$ cat src/rtl/fsup_pkg.sv
package fsup_pkg;
  // Event class resolved once per cycle, highest priority first: clear, latch, count.
  typedef enum logic [1:0] {
    EV_NONE     = 2'd0,
    EV_COUNTED  = 2'd1,
    EV_LATCHING = 2'd2,
    EV_CLEAR    = 2'd3
  } fsup_ev_e;
endpackage

$ cat src/rtl/fsup_edge.sv
module fsup_edge #(
  parameter int          W       = 4,
  parameter logic [W-1:0] RST_VEC = '0
) (
  input  logic         clk,
  input  logic         rst_n,
  input  logic [W-1:0] lvl,
  output logic [W-1:0] rise
);
  logic [W-1:0] prev_q;

  generate
    for (genvar i = 0; i < W; i++) begin : g_bit
      always_ff @(posedge clk or negedge rst_n) begin
        if (!rst_n) prev_q[i] <= RST_VEC[i];
        else        prev_q[i] <= lvl[i];
      end
      assign rise[i] = lvl[i] & ~prev_q[i];

      // a held level yields a single rising event
      a_r7_single_rise: assert property (@(posedge clk) disable iff (!rst_n)
        rise[i] |=> !rise[i]);
    end
  endgenerate
endmodule

$ cat src/rtl/fsup_count.sv
module fsup_count
  import fsup_pkg::*;
#(
  parameter int LIMIT  = 4,
  parameter int WINDOW = 9
) (
  input  logic     clk,
  input  logic     rst_n,
  input  fsup_ev_e ev,
  input  logic     latched,
  input  logic     tick,
  output logic     accept,
  output logic     limit_hit
);
  localparam int CNT_W = $clog2(LIMIT + 1);
  localparam int TMR_W = $clog2(WINDOW + 1);
  localparam logic [CNT_W-1:0] CNT_MAX  = CNT_W'(LIMIT);
  localparam logic [CNT_W-1:0] CNT_LAST = CNT_W'(LIMIT - 1);
  localparam logic [TMR_W-1:0] TMR_LAST = TMR_W'(WINDOW - 1);

  logic [CNT_W-1:0] cnt_q;
  logic [TMR_W-1:0] tmr_q;
  logic             win_run;

  assign accept    = (ev == EV_COUNTED) && !latched;
  assign limit_hit = accept && (cnt_q == CNT_LAST);
  assign win_run   = tick && !latched && (cnt_q != '0);

  always_ff @(posedge clk or negedge rst_n) begin
    if (!rst_n) begin
      cnt_q <= '0;
      tmr_q <= '0;
    end else if (ev == EV_CLEAR) begin
      cnt_q <= '0;
      tmr_q <= '0;
    end else if (accept) begin
      cnt_q <= (cnt_q == CNT_MAX) ? cnt_q : cnt_q + 1'b1;
      tmr_q <= '0;
    end else if (win_run) begin
      if (tmr_q == TMR_LAST) begin
        cnt_q <= '0;
        tmr_q <= '0;
      end else begin
        tmr_q <= tmr_q + 1'b1;
      end
    end
  end

  // the retry count saturates at the limit
  a_r5_cnt_bound: assert property (@(posedge clk) disable iff (!rst_n)
    cnt_q <= CNT_MAX);
  // a completed quiet window empties the count
  a_r6_window_clear: assert property (@(posedge clk) disable iff (!rst_n)
    (ev == EV_NONE && win_run && tmr_q == TMR_LAST) |=> (cnt_q == '0));
  // an accepted fault restarts the window
  a_r6_fault_restarts: assert property (@(posedge clk) disable iff (!rst_n)
    accept |=> (tmr_q == '0));
endmodule

$ cat src/rtl/fsup_latch.sv
module fsup_latch
  import fsup_pkg::*;
(
  input  logic     clk,
  input  logic     rst_n,
  input  fsup_ev_e ev,
  input  logic     accept,
  input  logic     limit_hit,
  output logic     latched_q,
  output logic     pulse_q,
  output logic     restart_q
);
  logic latch_nxt;

  always_comb begin
    if (ev == EV_CLEAR) latch_nxt = 1'b0;
    else                latch_nxt = latched_q | (ev == EV_LATCHING) | limit_hit;
  end

  always_ff @(posedge clk or negedge rst_n) begin
    if (!rst_n) begin
      latched_q <= 1'b0;
      pulse_q   <= 1'b0;
      restart_q <= 1'b0;
    end else begin
      latched_q <= latch_nxt;
      pulse_q   <= accept & ~limit_hit;
      restart_q <= pulse_q & ~latch_nxt;
    end
  end

  // a latching event always lands in the latched state
  a_r2_latch_set: assert property (@(posedge clk) disable iff (!rst_n)
    (ev == EV_LATCHING) |=> latched_q);
  // only the S5 release leaves the latched state
  a_r3_latch_hold: assert property (@(posedge clk) disable iff (!rst_n)
    (latched_q && ev != EV_CLEAR) |=> latched_q);
  // a restart request follows a one-cycle shutdown pulse
  a_r4_restart_order: assert property (@(posedge clk) disable iff (!rst_n)
    restart_q |-> $past(pulse_q));
  // no restart request while latched
  a_r8_no_restart_latched: assert property (@(posedge clk) disable iff (!rst_n)
    restart_q |-> !latched_q);
endmodule

$ cat src/rtl/fault_supervisor.sv
module fault_supervisor
  import fsup_pkg::*;
#(
  parameter int NUM_UV      = 5,
  parameter int FAULT_LIMIT = 4,
  parameter int QUIET_TICKS = 9
) (
  input  logic              clk,
  input  logic              rst_n,
  input  logic [NUM_UV-1:0] uv_flags,
  input  logic              oc_core,
  input  logic              ov_core,
  input  logic              ov_term,
  input  logic              therm_hot,
  input  logic              slp_s5_n,
  input  logic              ss_tick,
  output logic              shutdown,
  output logic              restart_req,
  output logic              latched_off
);
  localparam int FW = NUM_UV + 5;
  localparam int OC_B = NUM_UV;
  localparam int OVC_B = NUM_UV + 1;
  localparam int OVT_B = NUM_UV + 2;
  localparam int HOT_B = NUM_UV + 3;
  localparam int S5_B = NUM_UV + 4;
  // The S5 input idles high, so its history starts high to avoid a false release.
  localparam logic [FW-1:0] EDGE_RST = {1'b1, {(FW-1){1'b0}}};

  logic [FW-1:0] lvl, rise;
  logic          counted_r, latching_r, release_r;
  fsup_ev_e      ev;
  logic          accept, limit_hit, pulse_q;

  assign lvl = {slp_s5_n, therm_hot, ov_term, ov_core, oc_core, uv_flags};

  fsup_edge #(.W(FW), .RST_VEC(EDGE_RST)) u_edge (
    .clk  (clk),
    .rst_n(rst_n),
    .lvl  (lvl),
    .rise (rise)
  );

  assign counted_r  = (|rise[NUM_UV-1:0]) | rise[OC_B];
  assign latching_r = rise[OVC_B] | rise[OVT_B] | rise[HOT_B];
  assign release_r  = rise[S5_B];

  always_comb begin
    if (release_r)       ev = EV_CLEAR;
    else if (latching_r) ev = EV_LATCHING;
    else if (counted_r)  ev = EV_COUNTED;
    else                 ev = EV_NONE;
  end

  fsup_count #(.LIMIT(FAULT_LIMIT), .WINDOW(QUIET_TICKS)) u_count (
    .clk      (clk),
    .rst_n    (rst_n),
    .ev       (ev),
    .latched  (latched_off),
    .tick     (ss_tick),
    .accept   (accept),
    .limit_hit(limit_hit)
  );

  fsup_latch u_latch (
    .clk      (clk),
    .rst_n    (rst_n),
    .ev       (ev),
    .accept   (accept),
    .limit_hit(limit_hit),
    .latched_q(latched_off),
    .pulse_q  (pulse_q),
    .restart_q(restart_req)
  );

  assign shutdown = latched_off | pulse_q;

  // a fault in the same cycle as the S5 release causes no shutdown
  a_r9_release_wins: assert property (@(posedge clk) disable iff (!rst_n)
    release_r |=> !shutdown);
  // a retry shutdown lasts one cycle unless the block latches
  a_r4_single_pulse: assert property (@(posedge clk) disable iff (!rst_n)
    (shutdown && !latched_off) |=> !(shutdown && !latched_off && $past(ev) != EV_COUNTED));
endmodule

$ cat config.mk
export PLATFORM = sky130hd
export DESIGN_NAME = fault_supervisor
export DESIGN_NICKNAME = d
export VERILOG_FILES = /design/src/rtl/fsup_pkg.sv /design/src/rtl/fsup_edge.sv /design/src/rtl/fsup_count.sv /design/src/rtl/fsup_latch.sv /design/src/rtl/fault_supervisor.sv
export SDC_FILE = /design/constraint.sdc
export NUM_CORES = 1
export LEC_CHECK = 0
export ABC_AREA = 1
export BUFFER_PORTS_ARGS = -buffer_cell sky130_fd_sc_hd__buf_2
export CORE_MARGIN = 5
export CORE_UTILIZATION = 50
export DETAILED_ROUTE_END_ITERATION = 12
export HOLD_SLACK_MARGIN = 0.06
export PLACE_DENSITY = 0.79
export SETUP_SLACK_MARGIN = 0.3
export SYNTH_ARGS = -nofsm -noshare
export SYNTH_HDL_FRONTEND = slang
export SYNTH_SLANG_ARGS = --single-unit
$ cat constraint.sdc
create_clock -name clk -period 3.7 [get_ports clk]
set_clock_uncertainty 0.05 [all_clocks]
set_input_delay 0.185 -clock clk [delete_from_list [all_inputs] [get_ports clk]]
set_output_delay 0.185 -clock clk [all_outputs]
set_load 0.005 [all_outputs]
==> results of run 1 <==
per-layer routing:
| metal | global-route usage (%) | share of wire, % | up-vias |
|---|---|---|---|
| met4 | 6.22 | 1.1 | 0 |
| met5 | 0 | 0 | - |
| met2 | 28.3 | 51 | 12 |
| met1 | 17.1 | 44 | 361 |
| met3 | 4.09 | 3.8 | 4 |
| li1 | - | - | 394 |
state kept, by name (all words and copies together), names as in the netlist:
register,flops
u_count.tmr_q,4
u_latch.pulse_q,1
u_edge.prev_q,10
u_count.cnt_q,3
u_latch.latched_q,1
u_latch.restart_q,1
worst paths after layout:
path,to,from,slack (ns),depth (start not counted)
max,u_count.cnt_q[2],slp_s5_n,2.21,10
min,u_count.tmr_q[1],ss_tick,0.19,4
max reg2reg,u_count.cnt_q[2],u_count.cnt_q[0],2.22,10
min reg2reg,u_latch.restart_q,u_latch.pulse_q,0.45,2
max in group asynchronous,u_edge.prev_q[9],rst_n,2.97,2
min in group asynchronous,u_count.cnt_q[1],rst_n,0.30,2
through the flow:
| step | total power (uW) | instance area, um2 | std cells |
|---|---|---|---|
| floorplan | 363 | 997 | 112 |
| global placement | 392 | 1110 | 154 |
| detailed placement | 402 | 1110 | 154 |
| CTS | 537 | 1250 | 169 |
| global route | 570 | 1250 | 169 |
| finish | 531 | 1250 | 169 |
kinds of logic (layout without fill, tap and decap cells):
kind of cell,after synthesis,in the layout,share of synthesized area (%)
AND/OR/NAND/NOR,55,55,28.7
buffers and inverters,25,55,10.0
flip-flops,20,20,50.3
adder cells (fa/ha/maj),5,5,6.27
AO/OA/AOI/OAI,5,5,2.89
XOR/XNOR,2,2,1.76
repair_timing:
action	CTS	global route
resized for setup	0	0
endpoints found under the hold margin	29	0
hold buffers	11	0
endpoints found under the setup margin	0	0
power groups by stage:
| stage | combinational [uW] | sequential [uW] | clock [uW] |
|---|---|---|---|
| 6_report | 142 | 264 | 125 |
| 5_1_grt | 161 | 269 | 140 |
| 4_1_cts | 143 | 264 | 130 |
| 3_5_place_dp | 134 | 268 | 0 |
| 3_3_place_gp | 126 | 266 | 0 |
| 2_1_floorplan | 98.9 | 264 | 0 |
worst max-delay path, delay by kind of cell:
family	cells	cell delay, ns
buffers and inverters	3	0.75
AO/OA/AOI/OAI	1	0.09
AND/OR/NAND/NOR	6	0.61
area by class of cell:
cell class / instances / area (um2) / area share [%]
repair buffers: 26 / 185 / 14.8
clock buffers: 4 / 36.3 / 2.90
inverters: 25 / 100 / 7.99
multi-input cells: 67 / 395 / 31.6
flip-flops and latches: 20 / 502 / 40.1
well taps: 27 / 33.8 / 2.70
cells in the final DEF, fill, tap and decap left out, types with 2 or more instances in the layout:
cell type,n
ha_1,5
nand3b_1,2
inv_1,19
nand2_1,30
buf_2,15
nand3_1,3
nand2_2,5
dfrtp_1,19
nand4_1,3
dlygate4sd3_1,11
clkbuf_4,3
a21oi_1,3
inv_2,3
nor2_1,5
nor2_2,3
Yosys cell counts:
master / instances
inv_2: 3
nand2_1: 30
dfstp_2: 1
xor2_1: 1
clkinv_4: 1
nor2_2: 3
a21oi_1: 3
nand2_2: 5
inv_1: 19
o21ai_1: 1
nor3_4: 1
nand3_1: 3
o21ai_2: 1
nand2_4: 1
nand3b_1: 2
nand4_1: 3
ha_1: 5
clkinv_2: 1
nand3_4: 1
nor2_1: 5
nor2_4: 1
clkinv_1: 1
xnor2_1: 1
dfrtp_1: 19
==> run_results.csv, run 1 <==
group,metric,value,unit
power,p_per_area,424,nW/um2
detailed_routing,drc,0,
clock_network,cts_num_sinks,20,
die,pin_count,16,
synthesis,synth.distinct_cells,24,
power,seqPwrFrac,49.8,%
synthesis,synth_area,997,um2
detailed_routing,routed_via_density,4.56,
die,rows,16,
synthesis,synth-seq-area-share,50.3,%
setup_path,crit_path_frequent_cell,"nand2_1",
power,p_comb_share,26.7,%
layout,diodes,0,
clock_network,clockBufferDepth,2,
sta,rsz0062_at_grt,"no",
sta,period_minus_slack,1.49,ns
setup_path,crit_path_end_kind,"flop",
global_route,grt_usage,15.7,%
synthesis,yosysTopAreaCell,"dfrtp_1",
power,swShare,31.3,%
die,core-area,1920,um2
layout,drive_gt1_share,26.8,%
power,leakage,0.000677,uW
layout,area_growth_syn_to_layout,25.6,%
synthesis,yosys-top-cells-area,"dfrtp_1 48%, nand2_1 11%, inv_1 7.2%, ha_1 6.3%, nand2_2 3.1%",
detailed_routing,drt-initial-drc-count,15,
sta,max_slew_margin,70.8,%
synthesis,synth_top_area_share,47.7,%
clock_network,clk_pin_slew,0.11,ns
sta,hold_ws,0.188,ns
sta,maxSlewViolCount,0,
power,power_switching,166,uW
power,vdd_drop_max,270,uV
layout,nets,161,
detailed_routing,drt.antenna.violating_nets,0,
synthesis,avgSynthCellArea,8.90,um2
clock_network,clkLatencyLatePin,0.30,ns
sta,setup_tns,0,ns
global_route,grt_pass1_wl,3310,um
setup_path,cp.arrival,1.63,ns
layout,fill_cells,176,
synthesis,synth-seq-cells,20,
global_route,overflow,0,
sta,hold_violations,0,
sta,worstMarginPinSlew,0.438,ns
synthesis,postSynthCellCount,112,
die,start_util,51.9,%
status,status,"finished, final reports clean",
sta,max_freq,673,MHz
place,portBuffers,15,
setup_path,start_kind,"input port",
run,maxCapViolCount,0,
detailed_routing,wirelength,1840,um
detailed_routing,wl_per_cell,10.9,um
clock_network,cts_tree,"yes",
sta,setup_violations,0,
global_route,antenna_found_initial,0,
sta,finalWorstSetupSlack,2.21,ns
global_route,grt_max_degree,21,
power,p_int,365,uW
clock_network,cts-root-buf,"clkbuf_4",
sta,period_share,40.2,%
setup_path,slowest_stage,"dlygate4sd3_1",
setup_path,crit_required,3.85,ns
setup_path,max_stage_delay,0.53,ns
setup_path,critPathMaxFanout,6,
synthesis,synth_nets,130,
setup_path,crit_type,"input port to flop",
die,die_x,54.7,um
layout,utilization,65.2,%
global_route,grt_pass1_vias,842,
place,dp_hpwl,1350,um
setup_path,crit_chain,"dlygate4sd3_1, buf_2, inv_1, nor2_4, nor3_4, nand2_4, o21ai_2, nand2_2, nand2_1, nand2_1",
synthesis,synth_warnings,0,
place,place.gp.congestion,0.823,
place,pre_cts_slack,2.23,ns
clock_network,cts_htree_levels,1,
die,die_h,54.7,um
clock_network,cts-buffers-inserted,3,
detailed_routing,route.vias.total,771,
power,p_clk_share,23.5,%
min_path,hp-class,"input port to flop",
die,die-area,2990,um2
clock_network,cts_setup_buffers,0,
detailed_routing,firstDrtPassIters,4,
No activity file was read; power rests on OpenSTA's default activity.
==> run 2: changes to the inputs <==
ABC_AREA = 0   (was 1)
CORE_UTILIZATION = 47   (was 50)
clock period = 1.3 ns   (was 3.7 ns; I/O delays follow)
==> run 2 against run 1 <==
  * The flow now finishes with violations (setup timing)
  * Non-clock buffer count grew 17
  * Core utilization grew 8.6 points
  * Sequential share of layout area is 4.2 points lower
  * Die area fell by 2.5%
  * Critical endpoint is now u_count.cnt_q[0]
  * Cell count decreased by 12%
  * Highest routed layer unchanged
  * Synthesized cell count shrank 33%
==> run_results.csv, run 2 <==
group,metric,value,unit
synthesis,async_reset_ff_share,100,%
power,leakage,0.000641,uW
detailed_routing,drc,0,
sta,max_freq,594,MHz
power,p_per_area,1210,nW/um2
global_route,grt_pass1_wl,3570,um
sta,setup_violations,11,
synthesis,yosysTopAreaCell,"dfrtp_1",
layout,top_register,"u_edge.prev_q",
setup_path,rrSetupSlack,-0.38,ns
detailed_routing,drt-initial-drc-count,20,
place,place.gp.congestion,0.691,
global_route,grt_pass1_vias,826,
setup_path,reg2reg_from,"u_count.cnt_q[0]",
die,rows,16,
synthesis,synth_compound_area_share,16.3,%
synthesis,synth-seq-cells,20,
detailed_routing,routed_via_density,4.87,
sta,max_slew_margin,70.8,%
setup_path,crit_required,1.46,ns
layout,largest_register_ff_count,10,
detailed_routing,wl_per_cell,15.2,um
place,dp_hpwl,1370,um
synthesis,synth_fa_ha_area_share,6.89,%
clock_network,cts-buffers-inserted,3,
clock_network,cts_tree,"yes",
synthesis,synth-main-ff-cell,"dfrtp_1",
synthesis,synth-xor-area-share,2.89,%
layout,final_cell_mix,"18 x dfrtp_1, 15 x buf_4, 13 x buf_2",
sta,maxSlewViolCount,0,
synthesis,synth_area,908,um2
layout,largestRegisters,"u_edge.prev_q x10, u_count.tmr_q x4, u_count.cnt_q x3",
clock_network,cts_htree_levels,1,
detailed_routing,firstDrtPassIters,4,
synthesis,synth_top_area_share,52.3,%
sta,setup_tns,-2.28,ns
setup_path,r2r-end,"u_count.cnt_q[0]",
clock_network,clk_pin_slew,0.12,ns
setup_path,crit_type,"flop to flop",
detailed_routing,route.vias.total,726,
synthesis,synth.most_common_cell,"dfrtp_1",
clock_network,clkLatencyLatePin,0.31,ns
global_route,overflow,0,
die,die_x,54.0,um
synthesis,synthTopCellsByCount,"19 x dfrtp_1, 10 x inv_1, 7 x nor2_1",
setup_path,cp-endpoint,"u_count.cnt_q[0]",
setup_path,critPathMaxFanout,2,
die,start_util,47.8,%
place,portBuffers,15,
status,status,"complete, but fails checks",
status,violations,"setup timing",
synthesis,yosys-top-cells-area,"dfrtp_1 52%, ha_1 6.9%, inv_1 4.1%, a2111oi_4 3.0%, dfstp_2 2.9%",
setup_path,start_kind,"flop",
global_route,grt_max_degree,21,
synthesis,synth_top_family_by_area,"compound AO/OA/AOI/OAI gates",
min_path,hp-class,"input port to async pin",
synthesis,synth_edf_count,0,
synthesis,synthMuxAreaShare,2.75,%
die,die-area,2910,um2
place,pre_cts_slack,-0.356,ns
setup_path,crit_start,"u_count.cnt_q[0]",
sta,finalWorstSetupSlack,-0.383,ns
run,maxCapViolCount,0,
global_route,grt_usage,18.1,%
layout,final_common_cell,"dfrtp_1",
synthesis,synth_warnings,0,
sta,hold_ws,0.153,ns
sta,period_minus_slack,1.68,ns
sta,rsz0062_at_grt,"yes",
clock_network,cts_num_sinks,20,
sta,worstMarginPinSlew,0.438,ns
synthesis,synth.distinct_cells,27,
clock_network,clockBufferDepth,2,
sta,period_share,129,%
die,pin_count,16,
layout,area_growth_syn_to_layout,54.4,%
clock_network,cts-root-buf,"clkbuf_4",
layout,diodes,0,
setup_path,reg2regPathDepth,6,
die,die_h,54.0,um
layout,nets,141,
synthesis,synth-seq-area-share,55.2,%
setup_path,cp.arrival,1.84,ns
synthesis,synthSimpleGateAreaFrac,11.4,%
sta,hold_violations,0,
power,vdd_drop_max,781,uV
layout,fill_cells,111,
global_route,antenna_found_initial,0,
die,core-area,1900,um2
synthesis,synth_nets,93,
detailed_routing,wirelength,2260,um
synthesis,avgSynthCellArea,12.1,um2
setup_path,crit_path_end_kind,"flop",
detailed_routing,drt.antenna.violating_nets,0,
synthesis,postSynthCellCount,75,
layout,drive_gt1_share,50.0,%
-- run 2: changes by cell type after synthesis, moves of 2 or more --
cell,before,now
nor2b_1,0,4
nand2_2,5,0
xnor2_1,1,3
nand3_1,3,1
nor2_2,3,0
nand2_1,30,2
inv_1,19,10
inv_2,3,1
nand3b_1,2,0
nor2_1,5,7
o21ai_0,0,2
nand4_1,3,0
nand2b_1,0,4
-- run 2: how the worst min path moves through the flow --
stage	from	endpoint
after detailed placement	rst_n	u_edge.prev_q[6]
after floorplan	rst_n	u_count.cnt_q[0]
after global placement	rst_n	u_edge.prev_q[8]
final	rst_n	u_edge.prev_q[6]
after global routing	rst_n	u_edge.prev_q[6]
after CTS	slp_s5_n	u_count.tmr_q[1]
-- run 2: repair_timing --
action	4_1_cts	5_1_grt
hold endpoints to repair	30	0
gates resized for setup	16	8
hold buffers	11	0
endpoints found under the setup margin	12	12
cloned	0	0
pin swaps	7	2
buffers inserted	3	1
-- run 2: logic make-up after synthesis --
family	after synthesis
compound gates	14
xor+xnor	3
fa+ha+maj	5
buf+inv	11
flops	20
mux	2
simple gates	20
-- run 2: where the power goes --
group | internal [uW] | total, uW | switching [uW]
registers | 673 | 706 | 32.9
clock network | 312 | 521 | 209
logic | 270 | 468 | 198
total | 1250 | 1690 | 440
-- run 2: critical path, stage by stage (launching register included) --
cell and delay, ns:
dfrtp_1 0.39, inv_2 0.05, ha_4 0.16, a211o_4 0.34, o31ai_4 0.18, mux2i_1 0.13
mux2_4 0.28
-- run 2: area by class of cell --
| type | count | area, um2 | share of cell area (%) |
|---|---|---|---|
| clock buffer | 3 | 22.5 | 1.61 |
| clock inverter | 1 | 30.0 | 2.14 |
| inverter | 11 | 41.3 | 2.94 |
| multi-input combinational | 44 | 439 | 31.3 |
| sequential | 20 | 503 | 35.9 |
| tap | 27 | 33.8 | 2.41 |
| timing repair buffer | 43 | 333 | 23.7 |
-- run 2: metal layers --
layer	part of all wire (%)	global-route usage, %	up-vias
li1	-	-	343
met2	54	32.7	16
met1	40	18.6	361
met5	0	0	-
met3	2.4	2.22	6
met4	3.1	14.0	0
-- run 2: stage by stage --
step	cells	instance area, um2	utilization, %	total power [uW]
floorplan	75	911	-	861
global placement	130	1120	58.8	999
detailed placement	130	1120	58.8	1020
CTS	148	1360	71.6	1640
global route	149	1400	73.8	1760
finish	149	1400	73.8	1690
